$ cat config.mk
export PLATFORM = sky130hd
export DESIGN_NAME = supply_rst_seq
export DESIGN_NICKNAME = d
export VERILOG_FILES = /design/src/rtl/rstseq_pkg.sv /design/src/rtl/rstseq_sync.sv /design/src/rtl/rstseq_timer.sv /design/src/rtl/rstseq_flags.sv /design/src/rtl/supply_rst_seq.sv
export SDC_FILE = /design/constraint.sdc
export NUM_CORES = 1
export LEC_CHECK = 0
export BUFFER_PORTS_ARGS = -buffer_cell sky130_fd_sc_hd__buf_4
export CAP_MARGIN = 20
export CORE_MARGIN = 10
export CORE_UTILIZATION = 34
export DETAILED_ROUTE_END_ITERATION = 8
export PLACE_DENSITY = 0.49
export SYNTH_ARGS = -nofsm -noshare
export SYNTH_HDL_FRONTEND = slang
export SYNTH_SLANG_ARGS = --single-unit
$ cat constraint.sdc
create_clock -name clk -period 2.25 [get_ports clk]
set_clock_uncertainty 0.15 [all_clocks]
set_input_delay 0.225 -clock clk [delete_from_list [all_inputs] [get_ports clk]]
set_output_delay 0.225 -clock clk [all_outputs]
set_load 0.02 [all_outputs]
$ cat src/rtl/rstseq_pkg.sv
`timescale 1ns/1ps
package rstseq_pkg;

    typedef enum logic [1:0] {
        ST_SUPPLY_LOW = 2'd0,
        ST_STRETCH    = 2'd1,
        ST_RUN        = 2'd2
    } rst_state_e;

    localparam int REG_W  = 8;
    localparam int FLAG_W = 4;

    // cause register bit positions; bit 1 is fixed by behaviour
    localparam int FLG_EXT = 0;
    localparam int FLG_POR = 1;
    localparam int FLG_WDT = 2;
    localparam int FLG_SW  = 3;

    typedef struct packed {
        logic sw;
        logic wdt;
        logic ext;
    } req_t;

endpackage

$ cat src/rtl/rstseq_sync.sv
`timescale 1ns/1ps
module rstseq_sync #(
    parameter int              WIDTH   = 1,
    parameter int              STAGES  = 2,
    parameter logic [WIDTH-1:0] RST_VAL = '0
) (
    input  logic             clk,
    input  logic             arst_n,
    input  logic [WIDTH-1:0] d,
    output logic [WIDTH-1:0] q
);

    logic [WIDTH-1:0] stg [STAGES];

    for (genvar s = 0; s < STAGES; s++) begin : g_stage
        if (s == 0) begin : g_first
            always_ff @(posedge clk or negedge arst_n) begin
                if (!arst_n) stg[s] <= RST_VAL;
                else         stg[s] <= d;
            end
        end else begin : g_next
            always_ff @(posedge clk or negedge arst_n) begin
                if (!arst_n) stg[s] <= RST_VAL;
                else         stg[s] <= stg[s-1];
            end
        end
    end

    assign q = stg[STAGES-1];

endmodule

$ cat src/rtl/rstseq_timer.sv
`timescale 1ns/1ps
module rstseq_timer #(
    parameter int unsigned LIMIT = 16
) (
    input  logic clk,
    input  logic arst_n,
    input  logic clr,
    input  logic run,
    output logic done
);

    localparam int CW = (LIMIT > 1) ? $clog2(LIMIT) : 1;

    logic [CW-1:0] cnt;

    assign done = (cnt == CW'(LIMIT - 1));

    always_ff @(posedge clk or negedge arst_n) begin
        if (!arst_n)          cnt <= '0;
        else if (clr)         cnt <= '0;
        else if (run && !done) cnt <= cnt + 1'b1;
    end

endmodule

$ cat src/rtl/rstseq_flags.sv
`timescale 1ns/1ps
module rstseq_flags
    import rstseq_pkg::*;
(
    input  logic             clk,
    input  logic             arst_n,
    input  logic             load_supply,
    input  logic             load_other,
    input  logic             accumulate,
    input  req_t             req,
    input  logic             wr_en,
    input  logic             wr_sel,
    output logic             mon_sel,
    output logic [REG_W-1:0] rdata
);

    localparam logic [FLAG_W-1:0] POR_ONLY = FLAG_W'(1) << FLG_POR;

    logic [FLAG_W-1:0] flags;
    logic [FLAG_W-1:0] new_bits;

    always_comb begin
        new_bits          = '0;
        new_bits[FLG_EXT] = req.ext;
        new_bits[FLG_WDT] = req.wdt;
        new_bits[FLG_SW]  = req.sw;
    end

    always_ff @(posedge clk or negedge arst_n) begin
        if (!arst_n) begin
            flags   <= POR_ONLY;
            mon_sel <= 1'b1;
        end else if (load_supply) begin
            flags   <= POR_ONLY;
            mon_sel <= 1'b1;
        end else if (load_other) begin
            flags   <= accumulate ? ((flags & ~POR_ONLY) | new_bits) : new_bits;
            mon_sel <= 1'b1;
        end else if (wr_en) begin
            mon_sel <= wr_sel;
        end
    end

    assign rdata = REG_W'(flags);

endmodule

$ cat src/rtl/supply_rst_seq.sv
`timescale 1ns/1ps
module supply_rst_seq
    import rstseq_pkg::*;
#(
    parameter int unsigned CLK_HZ  = 50_000_000,
    parameter int unsigned HOLD_MS = 100,
    parameter int          SYNC_STAGES = 2
) (
    input  logic             clk,
    input  logic             pwr_clr_n,
    input  logic             vdd_ok_i,
    input  logic             mon_en_i,
    input  logic             ext_rst_n_i,
    input  logic             wdt_req_i,
    input  logic             reg_wr_i,
    input  logic [REG_W-1:0] reg_wdata_i,
    output logic [REG_W-1:0] reg_rdata_o,
    output logic             rst_n_o
);

    localparam int unsigned HOLD_CYC = (CLK_HZ / 1000) * HOLD_MS;

    rst_state_e state, state_nx;

    logic vdd_s;
    logic ext_n_s;
    logic mon_sel;
    logic tmr_done;
    logic supply_fail;
    logic other_req;
    logic in_run;
    req_t req;
    logic unused_wdata;

    assign unused_wdata = ^{reg_wdata_i[REG_W-1:FLG_SW+1], reg_wdata_i[FLG_WDT], reg_wdata_i[FLG_EXT]};

    rstseq_sync #(.WIDTH(1), .STAGES(SYNC_STAGES), .RST_VAL(1'b0)) i_vdd_sync (
        .clk(clk), .arst_n(pwr_clr_n), .d(vdd_ok_i), .q(vdd_s)
    );

    rstseq_sync #(.WIDTH(1), .STAGES(SYNC_STAGES), .RST_VAL(1'b1)) i_ext_sync (
        .clk(clk), .arst_n(pwr_clr_n), .d(ext_rst_n_i), .q(ext_n_s)
    );

    assign in_run      = (state == ST_RUN);
    assign supply_fail = mon_en_i & mon_sel & ~vdd_s;
    assign req.ext     = ~ext_n_s;
    assign req.wdt     = wdt_req_i;
    assign req.sw      = reg_wr_i & reg_wdata_i[FLG_SW] & in_run;
    assign other_req   = req.ext | req.wdt | req.sw;

    rstseq_timer #(.LIMIT(HOLD_CYC)) i_timer (
        .clk(clk),
        .arst_n(pwr_clr_n),
        .clr((state != ST_STRETCH) | other_req),
        .run(state == ST_STRETCH),
        .done(tmr_done)
    );

    rstseq_flags i_flags (
        .clk(clk),
        .arst_n(pwr_clr_n),
        .load_supply(supply_fail),
        .load_other(~supply_fail & other_req & (state != ST_SUPPLY_LOW)),
        .accumulate(state == ST_STRETCH),
        .req(req),
        .wr_en(reg_wr_i & in_run),
        .wr_sel(reg_wdata_i[FLG_POR]),
        .mon_sel(mon_sel),
        .rdata(reg_rdata_o)
    );

    always_comb begin
        state_nx = state;
        unique case (state)
            ST_SUPPLY_LOW: if (!supply_fail) state_nx = ST_STRETCH;
            ST_STRETCH: begin
                if (supply_fail)     state_nx = ST_SUPPLY_LOW;
                else if (other_req)  state_nx = ST_STRETCH;
                else if (tmr_done)   state_nx = ST_RUN;
            end
            ST_RUN: begin
                if (supply_fail)     state_nx = ST_SUPPLY_LOW;
                else if (other_req)  state_nx = ST_STRETCH;
            end
            default:                 state_nx = ST_SUPPLY_LOW;
        endcase
    end

    always_ff @(posedge clk or negedge pwr_clr_n) begin
        if (!pwr_clr_n) state <= ST_SUPPLY_LOW;
        else            state <= state_nx;
    end

    always_comb begin
        rst_n_o = (state == ST_RUN);
    end

endmodule

==> flow_summary.toml, run 1 <==
[drt]
viasPerCell = 5.343
wl_per_cell_um = 15.02
ant_nets = 0
wl_um = 4161
first_pass_iters = 5
drt_iter0_drc = 54
route.detailed.drc = 0
routed-via-count = 1480

[critical_path]
rr_worst_depth = 5
crit_type = "reg2reg"
cpLargestDelayFamily = "simple AND/OR/NAND/NOR gates"
r2r_start = "i_timer.cnt[0]"
cp.depth = 5
crit_arrival_ps = 2070
path_buf_inv = 0
max_stage_delay_ps = 460
startpoint = "i_timer.cnt[0]"
worstPathCellList = "ha_1 -> nand4_2 -> or4_4 -> o41ai_2 -> a21oi_1"
crit_path_start_kind = "register"
cp-end-kind = "register"
required_ps = 2250
cp_slowest_cell = "or4_4"
critPathMaxFanout = 7

[timing]
rsz0062_at_grt = "no"
fin_ws_ps = 187.0
setup_viol = 0
period_needed_ps = 2063
min_period_over_period = 0.9169
worst_slew_pin_slew_ps = 563.9
max_freq_mhz = 484.7
fin_setup_tns_ps = 0
fin_hold_ws_ps = 50.92
max_slew_margin = 0.6212
drv_slew = 0
hold_viol_final = 0

[final_layout]
final_cell_area_mm2 = 0.002087
antennaDiodeCount = 0
area_growth_pct = 14.09
postLayoutCoreUtil = 0.4035
nNetsFinal = 222
drive_above_1_share = 0.1691
fin_cells = 277

[power_and_ir_drop]
power.share.clock = 0.396
ir_drop_v = 0.0002686
power_density_mw_per_mm2 = 571.9
p_seq_frac = 0.533
intPower_mw = 0.9038
netSwitchingFraction = 0.2428
pwr-share-comb = 0.071
p_sw_mw = 0.2898
power.leakage_nw = 0.8754
p_total_mw = 1.194

[grt]
grt_antenna_before_repair = 0
grt-ovfl-total = 0
grt_start_max_net_pins = 35
grt_pass1_vias = 1468
track_usage = 0.09897
grt_pass1_wl_um = 7093

[die]
start_util = 0.3537
die_h_um = 93.35
die_w_um = 93.35
rows = 26
io_pins = 24
die_area_mm2 = 0.008714
fp.coreArea_mm2 = 0.005172

[placement]
hpwl_um = 2981
io_buffers = 13
placed_cell_area_mm2 = 0.001962
gp_congestion = 0.7970
dp_cells = 266
place_ws_ps = 192.7

[clock_tree]
clk_path_buf_depth = 2
cts_hold_buf = 3
clk_latency_ps = 290
cts_resized = 0
path_clk_slew_ps = 80
cts_htree_levels = 2
cts_tree = "built"
cts_num_sinks = 34
postCtsSetupBuffers = 0
cts_buffers = 5
cts_root_buffer = "clkbuf_8"

[run_status]
status = "complete, no violations"

[yosys]
synth-seq-cells = 34
syn_area_per_cell_um2 = 9.577
ys_seq_area_frac = 0.4679
ys_types = 47
async_reset_ff_frac = 1.000
ys_warn_count = 0
netlist_area_mm2 = 0.001829
postSynth.topFlopCell = "dfrtp_1"
synth_edf_count = 0
syn_inst = 191

[hold_path]
holdPathStages = 3
hp-class = "in2reg"
min_from = "reg_wdata_i[1]"

[job]
drv_cap = 0
==> worst paths after layout <==
path / end / slack, ps
worst min-delay path: i_flags.mon_sel / 50
worst max register to register: state[0] / 190
worst min register to register: i_vdd_sync.q / 200
min in group asynchronous: i_timer.cnt[21] / 270
worst max-delay path: state[0] / 190
max in group asynchronous: i_flags.flags[1] / 1330
==> Yosys cell counts, types with 3 or more instances <==
cell / instances / area share
clkbuf_1: 3 / 0.0062
dfrtp_1: 30 / 0.41
buf_2: 3 / 0.0082
a21oi_1: 12 / 0.033
o21ai_1: 4 / 0.011
a41o_1: 3 / 0.016
and3_1: 3 / 0.010
a31oi_1: 5 / 0.017
xnor2_1: 6 / 0.029
nand2b_1: 4 / 0.014
o21ai_0: 6 / 0.016
nand3_1: 7 / 0.019
nand4_1: 6 / 0.021
inv_1: 5 / 0.010
nand2_1: 19 / 0.039
and4_1: 5 / 0.024
dfstp_2: 4 / 0.057
and2_1: 3 / 0.010
nor3_1: 9 / 0.025
nor2_1: 14 / 0.029
buf_4: 6 / 0.025
==> flip-flops by register name (all words and copies together), names as in the netlist <==
register / cells
i_ext_sync.q: 1
i_ext_sync.stg: 1
i_flags.flags: 4
i_flags.mon_sel: 1
i_timer.cnt: 23
i_vdd_sync.q: 1
i_vdd_sync.stg: 1
state: 2
==> placed cells by master, fill, tap and decap left out, drive strengths merged, types with 3 or more instances in the layout <==
| cell type | count |
|---|---|
| and4 | 5 |
| and3 | 4 |
| nor4 | 3 |
| nand4 | 8 |
| nor2 | 14 |
| inv | 5 |
| buf | 14 |
| clkbuf | 6 |
| xnor2 | 6 |
| nand2b | 4 |
| dlygate4sd3 | 3 |
| o21ai | 10 |
| a21oi | 12 |
| conb | 4 |
| a31oi | 5 |
| nor3 | 9 |
| nand2 | 19 |
| and2 | 3 |
| a41o | 3 |
| nand3 | 7 |
| dfstp | 4 |
| dfrtp | 30 |
==> worst register-to-register path: cells and delay by family (launching register included) <==
family | cells | cell delay (ps)
AO/OA/AOI/OAI | 2 | 370
AND/OR/NAND/NOR | 2 | 660
flip-flops | 1 | 410
adder cells (fa/ha/maj) | 1 | 350
==> final cells by class <==
cell class                      count  area (um2)
Timing Repair Buffer               17       135.1
Fill cell                         502        3085
Inverter                            5       18.77
Sequential cell                    34       855.8
Clock inverter                      2       12.51
Multi-Input combinational cell    143       894.6
Clock buffer                        6       82.58
Tap cell                           70       87.58
==> per-layer routing <==
layer,part of all wire,GRT usage
met5,0,0
met4,0.0091,0.03985
met1,0.49,0.1344
met3,0.046,0.02478
met2,0.45,0.1456
==> power groups by stage <==
stage | Clock (mW) | Sequential (mW) | Combinational [mW]
2_1_floorplan | 0 | 0.653 | 0.0384
3_3_place_gp | 0 | 0.646 | 0.0815
3_5_place_dp | 0 | 0.647 | 0.0829
4_1_cts | 0.495 | 0.635 | 0.0868
5_1_grt | 0.523 | 0.637 | 0.0944
6_report | 0.473 | 0.636 | 0.0849
==> kinds of logic (layout without fill, tap and decap cells) <==
logic type	after synthesis	after routing	synth area share
xor gates and xnor gates	6	6	0.02873
other	1	4	0.002050
DFF	34	34	0.4679
buffers and inverters	17	30	0.04924
and+or+nand+nor	88	88	0.2798
muxes	2	2	0.01094
AOI/OAI and AO/OA	42	42	0.1546
adders and majority gates	1	1	0.006839
(Power assumes the default switching activity.)
==> inputs of run 2 (changes only) <==
Settings changed: CORE_UTILIZATION 34 to 55, PLACE_DENSITY 0.49 to 0.74, SLEW_MARGIN set to 20.
==> run 2 against run 1 <==
  * Sequential power is essentially flat
  * Non-clock buffer count increased by 2
  * Setup slack improved by 26 ps
  * Global-route usage up 3.8 points
  * Register-to-register slack better by 30 ps
  * Count of clock-buffer cells in the layout unchanged
  * Total power fell by 13%
  * Utilization grew 25 points
  * Worst hold slack got worse by 25 ps
  * Maximum frequency is 1.3% higher
  * Final area shrank 2.7%
  * Sequential share of layout area increased by 1.1 points
  * Critical endpoint unchanged
  * Largest cell class unchanged
==> flow_summary.toml, run 2 (synthesis results as in run 1) <==
[run_status]
status = "complete, no violations"

[grt]
grt_start_max_net_pins = 35
grt_pass1_vias = 1466
grt-ovfl-total = 0
track_usage = 0.1375
grt_antenna_before_repair = 0
grt_pass1_wl_um = 6934

[final_layout]
largest_reg_flops = 23
fillers = 282
nNetsFinal = 224
drive_above_1_share = 0.1627
antennaDiodeCount = 0
final_cell_mix = "dfrtp_1 (30), nand2_1 (19), nor2_1 (14), buf_4 (14), a21oi_1 (12)"
final_cell_area_mm2 = 0.002031
final_common_cell = "dfrtp_1"
largestRegisters = "i_timer.cnt x23, i_flags.flags x4, state x2"
regMostFlops = "i_timer.cnt"
area_growth_pct = 11.01

[critical_path]
cp_slowest_cell = "or4_4"
crit_path_start_kind = "register"
cpLargestDelayFamily = "simple AND/OR/NAND/NOR gates"
required_ps = 2320
r2r_start = "i_timer.cnt[0]"
critPathMaxFanout = 7
rr_worst_depth = 5
path_buf_inv = 0
reg2reg_slack_ps = 210
crit_type = "reg2reg"
cp-end-kind = "register"
reg2reg_to = "state[0]"
worstPathCellList = "ha_1 -> nand4_2 -> or4_4 -> o41ai_2 -> a21oi_1"
max_stage_delay_ps = 470
crit_arrival_ps = 2100

[power_and_ir_drop]
power.leakage_nw = 0.8714
power_density_mw_per_mm2 = 512.2
ir_drop_v = 0.0003837

[timing]
fin_setup_tns_ps = 0
min_period_over_period = 0.9053
rsz0062_at_grt = "no"
max_slew_margin = 0.6072
drv_slew = 0
max_freq_mhz = 491.0
period_needed_ps = 2037
setup_viol = 0
hold_viol_final = 0
worst_slew_pin_slew_ps = 584.8

[drt]
drt_iter0_drc = 96
routed-via-count = 1544
ant_nets = 0
wl_um = 4057
route.detailed.drc = 0
first_pass_iters = 4
wl_per_cell_um = 16.04
viasPerCell = 6.103

[clock_tree]
cts_tree = "built"
cts_num_sinks = 34
cts_htree_levels = 2
path_clk_slew_ps = 100
postCtsSetupBuffers = 0
cts_root_buffer = "clkbuf_4"
clk_latency_ps = 340
cts_buffers = 5
clk_path_buf_depth = 2

[placement]
io_buffers = 13
placed_cell_area_mm2 = 0.001929
gp_congestion = 0.8348
hpwl_um = 2859

[die]
die_area_mm2 = 0.006033
die_h_um = 77.67
io_pins = 24
die_w_um = 77.67
fp.coreArea_mm2 = 0.003128
rows = 20
start_util = 0.5848

[hold_path]
holdPathStages = 3
holdPathEnd = "i_flags.flags[2]"
min_from = "wdt_req_i"
hp-class = "in2reg"

[job]
drv_cap = 0
run 2: changes by cell type in the layout (fill, tap and decap cells not counted), sizes merged:
cell	delta
clkinv	+1
clkinvlp	-1
dlygate4sd3	+2
run 2: timing repair:
item,CTS,global route
hold buffers,5,0
hold endpoints to repair,37,0
resized for setup,0,0
run 2: stage by stage:
step                      hold WS, ps  instances  worst slack, ps    util  power (mW)
after global placement          39.82        240            272.4  0.6168      0.7256
after floorplan                -220.6        194            385.5       -      0.6911
final                           26.03        253            213.1  0.6492       1.040
after global routing            59.42        253            51.68  0.6492       1.095
after CTS                       4.984        253            216.1  0.6492       1.053
after detailed placement        45.32        240            220.9  0.6168      0.7288
run 2: worst max-delay path by stage:
stage / to / cells past startpoint / from
after CTS: state[0] / 5 / i_timer.cnt[0]
after floorplan: state[0] / 5 / i_timer.cnt[0]
after detailed placement: state[0] / 5 / i_timer.cnt[0]
after global placement: state[0] / 5 / i_timer.cnt[0]
after global routing: i_timer.cnt[0] / 4 / i_timer.cnt[15]
final: state[0] / 5 / i_timer.cnt[0]
run 2: routing by layer:
metal | up-vias | GRT usage | share of wire
met3 | 7 | 0.04493 | 0.057
met4 | 0 | 0.05474 | 0.015
li1 | 733 | - | -
met1 | 765 | 0.1627 | 0.43
met2 | 39 | 0.2247 | 0.50
met5 | - | 0 | 0
run 2: report_power, final:
| part | internal (mW) | leakage [nW] | total (mW) | switching, mW |
|---|---|---|---|---|
| logic | 0.0331 | 0.392 | 0.0851 | 0.0520 |
| clock network | 0.119 | 0.0320 | 0.319 | 0.200 |
| registers | 0.626 | 0.448 | 0.636 | 0.0106 |
run 2: final cells by class:
| class | instances | area [um2] | share of cell area |
|---|---|---|---|
| flip-flops and latches | 34 | 855.8 | 0.4214 |
| multi-input cells | 143 | 894.6 | 0.4405 |
| inverters | 5 | 18.77 | 0.009242 |
| clock inverters | 2 | 10.01 | 0.004929 |
| repair buffers | 19 | 155.1 | 0.07640 |
| clock buffers | 6 | 41.29 | 0.02033 |
| well taps | 44 | 55.05 | 0.02711 |
run 2: tightest hold or removal path: stages:
cell     delay, ps
buf_4           90
a21oi_1         30
nor3_1         120
==> inputs of run 3 (changes only) <==
Clock period 2.25 ns to 2 ns, I/O delays scaled along.
==> run 3 against run 2 <==
  * Critical path type unchanged
  * Combinational power is 25% higher
  * The flow now finishes with violations (setup timing)
  * Non-clock buffer count rose by 8
  * Critical path depth unchanged
  * Routed wire length grew 4.7%
==> flow_summary.toml, run 3 (synthesis results as in run 1) <==
[timing]
fin_setup_tns_ps = -28.11
worst_slew_pin_slew_ps = 590.3
max_slew_margin = 0.6035
drv_slew = 0
max_freq_mhz = 493.1
period_needed_ps = 2028
rsz0062_at_grt = "yes"
hold_viol_final = 0
min_period_over_period = 1.014
setup_viol = 1
fin_ws_ps = -28.11

[final_layout]
nNetsFinal = 232
fillers = 257
postLayoutCoreUtil = 0.6944
area_growth_pct = 18.74
antennaDiodeCount = 0
final_cell_mix = "dfrtp_1 (29), buf_4 (21), nand2_1 (19)"
largest_reg_flops = 23
drive_above_1_share = 0.2120
final_common_cell = "dfrtp_1"
regMostFlops = "i_timer.cnt"
largestRegisters = "i_timer.cnt x23, i_flags.flags x4, state x2"
final_cell_area_mm2 = 0.002172

[drt]
wl_um = 4248
viasPerCell = 5.981
met3_length_um = 197
routed-via-count = 1561
first_pass_iters = 4
route.detailed.drc = 0
wl_met2_um = 2109
m1WireLength_um = 1881
drt_iter0_drc = 109
ant_nets = 0
highest_layer = "met4"
wl_per_cell_um = 16.28

[die]
die_area_mm2 = 0.006033
die_h_um = 77.67
fp.coreArea_mm2 = 0.003128
rows = 20
start_util = 0.5848
die_w_um = 77.67
io_pins = 24

[power_and_ir_drop]
intPower_mw = 1.169
power.leakage_nw = 0.9550
netSwitchingFraction = 0.2150
p_sw_mw = 0.3202
ir_drop_v = 0.0004849
power_density_mw_per_mm2 = 685.7
power.share.clock = 0.449
p_total_mw = 1.489
pwr-share-comb = 0.071
p_seq_frac = 0.480

[critical_path]
r2r_start = "state[0]"
crit_arrival_ps = 2160
rr_worst_depth = 5
startpoint = "state[0]"
reg2reg_to = "i_flags.mon_sel"
crit_path_start_kind = "register"
cp-end-kind = "register"
required_ps = 2130
critPathMaxFanout = 8
reg2reg_slack_ps = -30
crit_type = "reg2reg"

[grt]
grt_antenna_before_repair = 0
grt_pass1_vias = 1484
grt_pass1_wl_um = 6969
track_usage = 0.1386
grt_start_max_net_pins = 35
grt-ovfl-total = 0

[placement]
placed_cell_area_mm2 = 0.001974
io_buffers = 13
gp_congestion = 0.8384
hpwl_um = 3009

[clock_tree]
cts_htree_levels = 2
cts_root_buffer = "clkbuf_4"
cts_tree = "built"
cts_num_sinks = 34
clk_path_buf_depth = 2
cts_buffers = 5
clk_latency_ps = 360
path_clk_slew_ps = 110

[hold_path]
min_from = "mon_en_i"
holdPathEnd = "i_flags.flags[3]"
hp-class = "in2reg"
holdPathStages = 4

[job]
drv_cap = 0

[run_status]
status = "finished, violations left"
violations = "setup timing"
## run 3: timing repair
action	4_1_cts	5_1_grt
gates resized for setup	0	5
setup buffers	0	1
endpoints found under the setup margin	0	6
hold buffers	6	0
endpoints found under the hold margin	38	0
## run 3: worst max-delay path: stages, from the launching register on
cell           delay [ps]
dfrtp_1               480
nor2b_2               220
a21boi_0              150
a311oi_1              290
dlygate4sd3_1         600
nand2_1                50
## run 3: cell type report
type	instances	area, um2	area share
clock buffer	6	51.30	0.02362
clock inverter	2	60.06	0.02765
inverter	5	18.77	0.008641
multi-input combinational	143	912.1	0.4199
sequential	34	857.1	0.3946
tap	44	55.05	0.02535
timing repair buffer	27	217.7	0.1002
## run 3: power groups by stage
| stage | sequential (mW) | clock, mW | combinational, mW |
|---|---|---|---|
| after floorplan | 0.734 | 0 | 0.0432 |
| after global placement | 0.726 | 0 | 0.0933 |
| after detailed placement | 0.728 | 0 | 0.0962 |
| after CTS | 0.714 | 0.677 | 0.104 |
| after global routing | 0.716 | 0.707 | 0.116 |
| final | 0.715 | 0.669 | 0.106 |
## run 3: worst max path at each step
stage	end	slack [ps]	depth (start not counted)
3_3_place_gp	i_timer.cnt[5]	110	4
6_report	i_flags.mon_sel	-30	5
3_5_place_dp	i_timer.cnt[5]	70	4
5_1_grt	i_flags.mon_sel	-60	5
4_1_cts	i_flags.mon_sel	40	5
2_1_floorplan	state[0]	140	5
## run 3: layer usage
layer  vias to the layer above  track usage
li1                        744            -
met1                       778       0.1638
met2                        32       0.2272
met3                         7      0.04724
met4                         0      0.05109
met5                         -            0
## run 3: stage by stage
step	hold slack (ps)	setup WS [ps]	instances
finish	135.2	-28.11	261
global route	169.2	-63.88	261
CTS	116.2	40.04	260
detailed placement	18.34	74.68	246
global placement	13.93	110.5	246
floorplan	-245.6	135.5	194
